**config.mk**
```make
export PLATFORM = sky130hd
export DESIGN_NAME = tod_clock
export DESIGN_NICKNAME = d
export VERILOG_FILES = /design/src/rtl/tod_pkg.sv /design/src/rtl/tod_frac_step.sv /design/src/rtl/tod_core.sv /design/src/rtl/tod_regs.sv /design/src/rtl/tod_clock.sv
export SDC_FILE = /design/constraint.sdc
export NUM_CORES = 1
export LEC_CHECK = 0
export ABC_CLOCK_PERIOD_IN_PS = 5900
export BUFFER_PORTS_ARGS = -buffer_cell sky130_fd_sc_hd__buf_2
export CAP_MARGIN = 0
export CORE_ASPECT_RATIO = 2
export CORE_MARGIN = 3
export CORE_UTILIZATION = 35
export CTS_BUF_LIST = sky130_fd_sc_hd__clkbuf_8
export CTS_CLUSTER_DIAMETER = 40
export CTS_CLUSTER_SIZE = 20
export DETAILED_ROUTE_END_ITERATION = 16
export HOLD_SLACK_MARGIN = 0.15
export PLACE_DENSITY = 0.54
export SYNTH_ARGS = -nofsm -noshare
export SYNTH_HDL_FRONTEND = slang
export SYNTH_SLANG_ARGS = --single-unit
```
**constraint.sdc**
```tcl
create_clock -name clk -period 5.9 [get_ports clk]
set_input_delay 0.59 -clock clk [delete_from_list [all_inputs] [get_ports clk]]
set_output_delay 0.59 -clock clk [all_outputs]
set_load 0.01 [all_outputs]
```
**src/rtl/tod_pkg.sv**
```systemverilog
package tod_pkg;

  typedef enum logic [1:0] {
    REG_NSEC = 2'd0,
    REG_SEC  = 2'd1,
    REG_RATE = 2'd2,
    REG_CTRL = 2'd3
  } reg_sel_e;

  typedef struct packed {
    logic        slow;
    logic [30:0] mag;
  } rate_t;

endpackage

```
**src/rtl/tod_frac_step.sv**
```systemverilog
module tod_frac_step
  import tod_pkg::*;
#(
  parameter int DATA_W = 32,
  parameter int FRAC_W = 32,
  parameter int NOM_NS = 8
) (
  input  logic              clk,
  input  logic              rst,
  input  logic              clear,
  input  rate_t             rate,
  output logic [DATA_W-1:0] step
);

  localparam int MAG_W = $bits(rate.mag);
  localparam logic [DATA_W-1:0] NOM = DATA_W'(NOM_NS);

  logic [FRAC_W-1:0] frac_q;
  logic [FRAC_W:0]   mag_ext;
  logic [FRAC_W:0]   sum_up;
  logic [FRAC_W:0]   sum_dn;
  logic              carry;
  logic              borrow;

  always_comb begin
    mag_ext = {{(FRAC_W + 1 - MAG_W){1'b0}}, rate.mag};
    sum_up  = {1'b0, frac_q} + mag_ext;
    sum_dn  = {1'b0, frac_q} - mag_ext;
    carry   = sum_up[FRAC_W];
    borrow  = sum_dn[FRAC_W];
    if (rate.slow) step = NOM - DATA_W'(borrow);
    else           step = NOM + DATA_W'(carry);
  end

  always_ff @(posedge clk) begin
    if (rst || clear)   frac_q <= '0;
    else if (rate.slow) frac_q <= sum_dn[FRAC_W-1:0];
    else                frac_q <= sum_up[FRAC_W-1:0];
  end

endmodule

```
**src/rtl/tod_core.sv**
```systemverilog
module tod_core #(
  parameter int          DATA_W     = 32,
  parameter longint unsigned NS_PER_SEC = 64'd1000000000
) (
  input  logic              clk,
  input  logic              rst,
  input  logic              commit,
  input  logic [DATA_W-1:0] commit_ns,
  input  logic [DATA_W-1:0] commit_sec,
  input  logic [DATA_W-1:0] step,
  input  logic              pulse_en,
  output logic [DATA_W-1:0] sec_q,
  output logic [DATA_W-1:0] ns_q,
  output logic              wrap_q
);

  localparam logic [DATA_W:0] LIM = (DATA_W + 1)'(NS_PER_SEC);

  logic [DATA_W:0] sum;
  logic [DATA_W:0] nxt;
  logic            roll;

  always_comb begin
    sum  = {1'b0, ns_q} + {1'b0, step};
    roll = (sum >= LIM);
    nxt  = roll ? (sum - LIM) : sum;
  end

  always_ff @(posedge clk) begin
    if (rst) begin
      sec_q  <= '0;
      ns_q   <= '0;
      wrap_q <= 1'b0;
    end else if (commit) begin
      sec_q  <= commit_sec;
      ns_q   <= commit_ns;
      wrap_q <= 1'b0;
    end else begin
      sec_q  <= sec_q + DATA_W'(roll);
      ns_q   <= nxt[DATA_W-1:0];
      wrap_q <= roll & pulse_en;
    end
  end

endmodule

```
**src/rtl/tod_regs.sv**
```systemverilog
module tod_regs
  import tod_pkg::*;
#(
  parameter int DATA_W = 32
) (
  input  logic              clk,
  input  logic              rst,
  input  logic              bus_wr,
  input  logic              bus_rd,
  input  logic [1:0]        bus_addr,
  input  logic [DATA_W-1:0] bus_wdata,
  input  logic [DATA_W-1:0] cur_ns,
  input  logic [DATA_W-1:0] cur_sec,
  output logic              commit,
  output logic [DATA_W-1:0] stage_ns,
  output rate_t             rate,
  output logic              pulse_en,
  output logic [DATA_W-1:0] bus_rdata,
  output logic              bus_rvalid
);

  reg_sel_e          sel;
  logic [DATA_W-1:0] snap_sec;

  assign sel    = reg_sel_e'(bus_addr);
  assign commit = bus_wr && (sel == REG_SEC);

  always_ff @(posedge clk) begin
    if (rst) begin
      stage_ns <= '0;
      rate     <= '0;
      pulse_en <= 1'b0;
    end else if (bus_wr) begin
      case (sel)
        REG_NSEC: stage_ns <= bus_wdata;
        REG_RATE: rate     <= rate_t'(bus_wdata);
        REG_CTRL: pulse_en <= bus_wdata[0];
        default:  ;
      endcase
    end
  end

  always_ff @(posedge clk) begin
    if (rst) begin
      snap_sec   <= '0;
      bus_rdata  <= '0;
      bus_rvalid <= 1'b0;
    end else begin
      bus_rvalid <= bus_rd;
      if (bus_rd) begin
        case (sel)
          REG_NSEC: begin
            bus_rdata <= cur_ns;
            snap_sec  <= cur_sec;
          end
          REG_SEC:  bus_rdata <= snap_sec;
          REG_RATE: bus_rdata <= DATA_W'(rate);
          default:  bus_rdata <= DATA_W'(pulse_en);
        endcase
      end
    end
  end

endmodule

```
**src/rtl/tod_clock.sv**
```systemverilog
module tod_clock
  import tod_pkg::*;
#(
  parameter int              DATA_W     = 32,
  parameter int              FRAC_W     = 32,
  parameter int              NOM_NS     = 8,
  parameter longint unsigned NS_PER_SEC = 64'd1000000000
) (
  input  logic                clk,
  input  logic                rst,
  input  logic                bus_wr,
  input  logic                bus_rd,
  input  logic [1:0]          bus_addr,
  input  logic [DATA_W-1:0]   bus_wdata,
  output logic [DATA_W-1:0]   bus_rdata,
  output logic                bus_rvalid,
  output logic [DATA_W-1:0]   tod_sec,
  output logic [DATA_W-1:0]   tod_nsec,
  output logic [2*DATA_W-1:0] tod_time,
  output logic                wrap_evt
);

  logic              commit;
  logic [DATA_W-1:0] stage_ns;
  rate_t             rate;
  logic              pulse_en;
  logic [DATA_W-1:0] step;

  tod_regs #(.DATA_W(DATA_W)) regs_i (
    .clk        (clk),
    .rst        (rst),
    .bus_wr     (bus_wr),
    .bus_rd     (bus_rd),
    .bus_addr   (bus_addr),
    .bus_wdata  (bus_wdata),
    .cur_ns     (tod_nsec),
    .cur_sec    (tod_sec),
    .commit     (commit),
    .stage_ns   (stage_ns),
    .rate       (rate),
    .pulse_en   (pulse_en),
    .bus_rdata  (bus_rdata),
    .bus_rvalid (bus_rvalid)
  );

  tod_frac_step #(
    .DATA_W (DATA_W),
    .FRAC_W (FRAC_W),
    .NOM_NS (NOM_NS)
  ) step_i (
    .clk   (clk),
    .rst   (rst),
    .clear (commit),
    .rate  (rate),
    .step  (step)
  );

  tod_core #(
    .DATA_W     (DATA_W),
    .NS_PER_SEC (NS_PER_SEC)
  ) core_i (
    .clk        (clk),
    .rst        (rst),
    .commit     (commit),
    .commit_ns  (stage_ns),
    .commit_sec (bus_wdata),
    .step       (step),
    .pulse_en   (pulse_en),
    .sec_q      (tod_sec),
    .ns_q       (tod_nsec),
    .wrap_q     (wrap_evt)
  );

  assign tod_time = {tod_sec, tod_nsec};

endmodule

```
==> results.cfg, run 1 <==
[synthesis]
netlist_area_mm2 = 0.0138
syn_nets = 1889
synthTopCellsByArea = dfxtp_1 33%, a21oi_1 7.6%, nand2_1 7.3%, ha_1 6.1%, nor2_1 5.5%
synth_top_area_cell = dfxtp_1
yosysTopAreaCellShare = 0.330
synthCells = 1782
synth.distinct_cells = 83
ys_warn_count = 0
synth_flop_cell = dfxtp_1
synth-edff-count = 0
yosysSeqAreaShare = 0.330
synth.avg_cell_area_um2 = 7.73
ys_ff_latch = 227
synth.most_common_cell = nand2_1
synth_common_cells = 268 x nand2_1, 227 x dfxtp_1, 208 x a21oi_1
synthArstFlopShare = 0

[floorplanning]
row_count = 102
boundaryPins = 200
die_area_mm2 = 0.0419
die_w_um = 146
chipHeight_um = 287
initial_core_util = 0.355
core_mm2 = 0.0388

[final_layout]
nets = 2148
final_cells = 2583
fillers = 4055
drive_gt1_frac = 0.290
final_area_mm2 = 0.0174
multi_input_area_mm2 = 0.00869
areaGrowthSynthToFinish_pct = 26.3
register_area_mm2 = 0.00455

[setup_path]
cp_common_cell = buf_4
path_delay_family = buffers and inverters
worstPathRequired_ns = 6.35
max_stage_delay_ns = 0.34
crit_fanout = 2
critical_path.startpoint = step_i.frac_q[0]$_SDFF_PP0_
slowest_stage = dfxtp_2
cp.arrival_ns = 6.69
startpoint_type = register
r2r-start = step_i.frac_q[0]$_SDFF_PP0_
crit_buf_inv = 29
criticalPathCategory = register to register
endpoint_kind = register

[sta]
worst_slack_ns = -0.333
worst_slew_pin_slew_ns = 1.24
rsz0062_at_grt = yes
finalHoldViolations = 0
min_period_ns = 6.23
skew_ns = 0.0304
finalCritPeriodShare = 1.06
maxSlewViolCount = 0
slew-limit-headroom = 0.170
setup_viol = 27
fmax_mhz = 160

[global_routing]
grt_pass1_vias = 13600
grt-ovfl-total = 0
antenna_found_initial = 1
grt_use_total = 0.240
grt_max_degree = 101
grt_pass1_wl_um = 79500

[power]
vdd_drop_max_uv = 238
p_leak_uw = 0.00738
power.total_uw = 4000
powerDensity_mw_per_mm2 = 230

[drt]
wl_per_cell_um = 20.2
drt_first_iter_violations = 831
drc = 0
drtAntennaViolNets = 0
vias = 13600
avgViaCountPerCell = 5.25
wl_um = 52100
drt_first_pass_iters = 5

[cts]
clockRootBuffer = clkbuf_8
cts_buffers = 28
h-tree-depth = 1
tritoncts = yes
clk_pin_slew_ns = 0.09
clk_path_buf_depth = 3
clock_sinks = 227
clkLatencyLatePin_ns = 0.62
cts_hold_buf = 0

[min_path]
hold_path_class = primary input to register
hold_start = bus_wdata[15]

[place]
dpl.hpwl_um = 38700
place_inst = 2484
portBuffers = 199
gp_congestion = 0.937
dpl_cell_area_mm2 = 0.0158

[run_status]
violations = negative setup slack
outcome = finished, violations left

[flow_run]
maxCapViolCount = 0
==> sequential cells by signal, summed over array words and instances (netlist names) <==
signal,cells
core_i.ns_q,32
regs_i.bus_rdata,32
regs_i.bus_rvalid,1
regs_i.stage_ns,32
regs_i.snap_sec,32
core_i.sec_q,32
step_i.frac_q,32
regs_i.rate,32
core_i.wrap_q,1
regs_i.pulse_en,1
==> cell type report <==
class                      count  share of cell area
tap                          520              0.0374
antenna                        1            0.000144
multi-input combinational   1309               0.499
sequential                   227               0.261
inverter                      72              0.0158
timing repair buffer         403               0.148
clock buffer                  31              0.0245
clock inverter                20              0.0135
==> tightest hold or removal path, cell delays in order <==
cell     delay, ns
buf_2         0.11
nand2_1       0.05
a21oi_1       0.05
==> stage by stage <==
stage          setup slack [ns]  setup TNS (ns)  utilization  hold slack (ns)
6_report                 -0.333           -3.50        0.448            0.224
5_1_grt                  -0.529          -12.51        0.448            0.194
4_1_cts                  -0.140           -1.10        0.437            0.181
3_5_place_dp             -0.735          -17.75        0.408            0.442
3_3_place_gp             -0.655          -15.44        0.408            0.439
2_1_floorplan           -0.0265         -0.0282            -            0.425
==> metal layers <==
metal | GRT usage | vias to the layer above | part of all wire
met5 | 0 | - | 0
met4 | 0.102 | 0 | 0.045
met3 | 0.0204 | 110 | 0.036
met2 | 0.467 | 358 | 0.55
met1 | 0.262 | 6526 | 0.37
li1 | - | 6575 | -
==> where the power goes <==
part	internal (uW)	leakage, uW	switching [uW]
Clock	653	0.000334	704
Combinational	394	0.00520	563
Sequential	1600	0.00185	84.3
Total	2650	0.00738	1350
==> cell usage in the layout, fill, tap and decap left out, types with 7 or more instances in the layout <==
cell type	count
clkbuf_8	31
o21a_1	7
and3_1	15
buf_6	11
a21oi_1	200
a211oi_2	9
ha_1	60
buf_4	194
ha_4	7
nor3_1	15
o21ai_0	51
a31oi_1	7
or3_1	9
buf_2	198
nand4_1	10
nand2_2	8
o21bai_1	12
inv_1	67
nor3b_1	7
nand3_1	26
nand2b_1	13
nor3_2	10
a21o_1	15
and2_1	10
mux2i_1	39
nor2_1	196
xor2_1	36
xnor2_1	48
nand3b_1	15
dfxtp_1	223
o211ai_1	10
a21oi_2	8
a211oi_1	61
nand2_1	256
==> logic make-up (layout without fill, tap and decap cells) <==
kind of cell	after synthesis	count (layout)	synth area share
AO/OA/AOI/OAI	455	455	0.210
multiplexers	41	41	0.0310
XOR/XNOR	95	95	0.0610
adder cells (fa/ha/maj)	69	69	0.0638
other	0	1	0
buffers and inverters	246	526	0.0901
AND/OR/NAND/NOR	649	649	0.214
flip-flops	227	227	0.330
==> final timing paths <==
| check | end | slack, ns | cells past startpoint |
|---|---|---|---|
| setup / recovery | step_i.frac_q[28]$_SDFF_PP0_ | -0.33 | 45 |
| hold / removal | regs_i.stage_ns[15]$_SDFFE_PP0P_ | 0.22 | 3 |
| setup reg to reg | step_i.frac_q[28]$_SDFF_PP0_ | -0.33 | 45 |
| hold reg to reg | core_i.ns_q[27]$_SDFF_PP0_ | 0.45 | 2 |
==> timing repair <==
action,CTS,global route
buffers inserted,36,13
resized for setup,46,64
pin swaps,37,31
setup endpoints to repair,49,47
(Power assumes the default switching activity.)
==> run 2: changes to the inputs <==
--- a/config.mk
+++ b/config.mk
@@ -16,7 +16,7 @@
 export CTS_CLUSTER_SIZE = 20
 export DETAILED_ROUTE_END_ITERATION = 16
 export HOLD_SLACK_MARGIN = 0.15
-export PLACE_DENSITY = 0.54
+export PLACE_DENSITY = 0.6
 export SYNTH_ARGS = -nofsm -noshare
 export SYNTH_HDL_FRONTEND = slang
 export SYNTH_SLANG_ARGS = --single-unit
==> run 2 against run 1 <==
Compared with the run above: routed wire length is 1.2% higher; highest routed layer unchanged; the run still ends with negative setup slack left; cell count is 1.7% higher; hold slack worse by 0.021 ns; largest power group unchanged.
==> results.cfg, run 2 (synthesized netlist as in run 1, its figures left out) <==
[run_status]
outcome = finished, violations left
violations = negative setup slack

[sta]
setup_viol = 35
min_period_ns = 6.47
hold_ws_ns = 0.203
finalHoldViolations = 0
fmax_mhz = 154
maxSlewViolCount = 0
worst_slack_ns = -0.574
finalCritPeriodShare = 1.10
worst_slew_pin_slew_ns = 1.19
skew_ns = 0.0314
slew-limit-headroom = 0.202
rsz0062_at_grt = yes

[cts]
cts_hold_buf = 0
clk_pin_slew_ns = 0.11
tritoncts = yes
clkLatencyLatePin_ns = 0.63
cts_buffers = 27
h-tree-depth = 1
clk_path_buf_depth = 3
clock_sinks = 227
clockRootBuffer = clkbuf_8

[place]
gp_congestion = 0.924
dpl.hpwl_um = 38300
place_inst = 2494
portBuffers = 199

[drt]
drtAntennaViolNets = 0
vias = 14000
avgViaCountPerCell = 5.31
drt_first_pass_iters = 5
wl_um = 52800
drc = 0
wl_per_cell_um = 20.1
drt_first_iter_violations = 828

[floorplanning]
row_count = 102
die_w_um = 146
boundaryPins = 200
initial_core_util = 0.355
chipHeight_um = 287
core_mm2 = 0.0388
die_area_mm2 = 0.0419

[setup_path]
criticalPathCategory = register to register
crit_fanout = 3
max_stage_delay_ns = 0.35
slowest_stage = a221oi_4
worstPathRequired_ns = 6.41
startpoint_type = register
cp_common_cell = buf_4
cp.arrival_ns = 6.99
endpoint_kind = register

[final_layout]
areaGrowthSynthToFinish_pct = 29.2
drive_gt1_frac = 0.302
final_common_cell = nand2_1
nets = 2193
multi_input_area_mm2 = 0.00865
final_cells = 2628
fillers = 3977
register_area_mm2 = 0.00455
mostFrequentLayoutCells = 257 x nand2_1, 234 x buf_4, 223 x dfxtp_1

[global_routing]
gr-usage-met3 = 0.0251
grt_max_degree = 82
grt_use_total = 0.240
globalRouteMet1Util = 0.255
antenna_found_initial = 1
top_usage_layer = met2
grt-ovfl-total = 0
grt_pass1_vias = 13900
grtUsageMet2 = 0.464
grt_pass1_wl_um = 79800

[power]
powerDensity_mw_per_mm2 = 229
vdd_drop_max_uv = 162
p_leak_uw = 0.00763

[min_path]
hold_path_class = primary input to register

[flow_run]
maxCapViolCount = 0
[run 2: cell count changes in the layout (fill, tap and decap cells not counted), moves of 4 or more]
cell	delta
buf_4	+40
nor3_1	+5
nor3_2	-7
inv_12	+6
and3_4	+4
[run 2: area by class of cell]
cell class / count / share of cell area
clock buffer: 29 / 0.0224
antenna: 1 / 0.000141
tap: 520 / 0.0366
inverter: 72 / 0.0155
sequential: 227 / 0.256
multi-input combinational: 1309 / 0.486
timing repair buffer: 449 / 0.167
clock inverter: 21 / 0.0165
[run 2: repair_timing]
action | 4_1_cts | 5_1_grt
endpoints found under the setup margin | 52 | 59
pin swaps | 59 | 48
gates cloned | 0 | 0
resized for setup | 52 | 56
setup buffers | 72 | 17
[run 2: final timing paths]
check,from,endpoint,slack [ns],depth (start not counted)
max reg2reg,step_i.frac_q[0]$_SDFF_PP0_,step_i.frac_q[24]$_SDFF_PP0_,-0.57,45
max,step_i.frac_q[0]$_SDFF_PP0_,step_i.frac_q[24]$_SDFF_PP0_,-0.57,45
min reg2reg,regs_i.stage_ns[24]$_SDFFE_PP0P_,regs_i.stage_ns[24]$_SDFFE_PP0P_,0.46,2
min,bus_wdata[21],regs_i.stage_ns[21]$_SDFFE_PP0P_,0.20,3
[run 2: critical path, delay by kind of cell, from the launching register on]
kind | cells | cell delay, ns
AND/OR/NAND/NOR | 2 | 0.17
XOR/XNOR | 1 | 0.21
buffers and inverters | 30 | 3.71
AO/OA/AOI/OAI | 10 | 1.55
flip-flops | 1 | 0.34
adder cells (fa/ha/maj) | 2 | 0.36
[run 2: through the flow]
stage	worst slack, ns	utilization	cell area, um^2	TNS (ns)	power [uW]
finish	-0.574	0.459	17800	-13.50	4070
global route	-0.857	0.459	17800	-26.53	4240
CTS	-0.228	0.448	17400	-4.47	4060
detailed placement	-0.770	0.411	15900	-19.91	2630
global placement	-0.614	0.411	15900	-13.89	2630
floorplan	-0.0265	-	14000	-0.0282	2280
[run 2: power breakdown]
part           total (uW)  switching, uW  internal (uW)
Clock                1400            778            621
Sequential           1690           89.5           1600
Combinational         982            564            418
Total                4070           1430           2640
[run 2: routing by layer]
layer | share of wire | vias to the layer above
li1 | - | 6666
met1 | 0.36 | 6662
met2 | 0.54 | 464
met3 | 0.045 | 167
met4 | 0.052 | 0
met5 | 0 | -
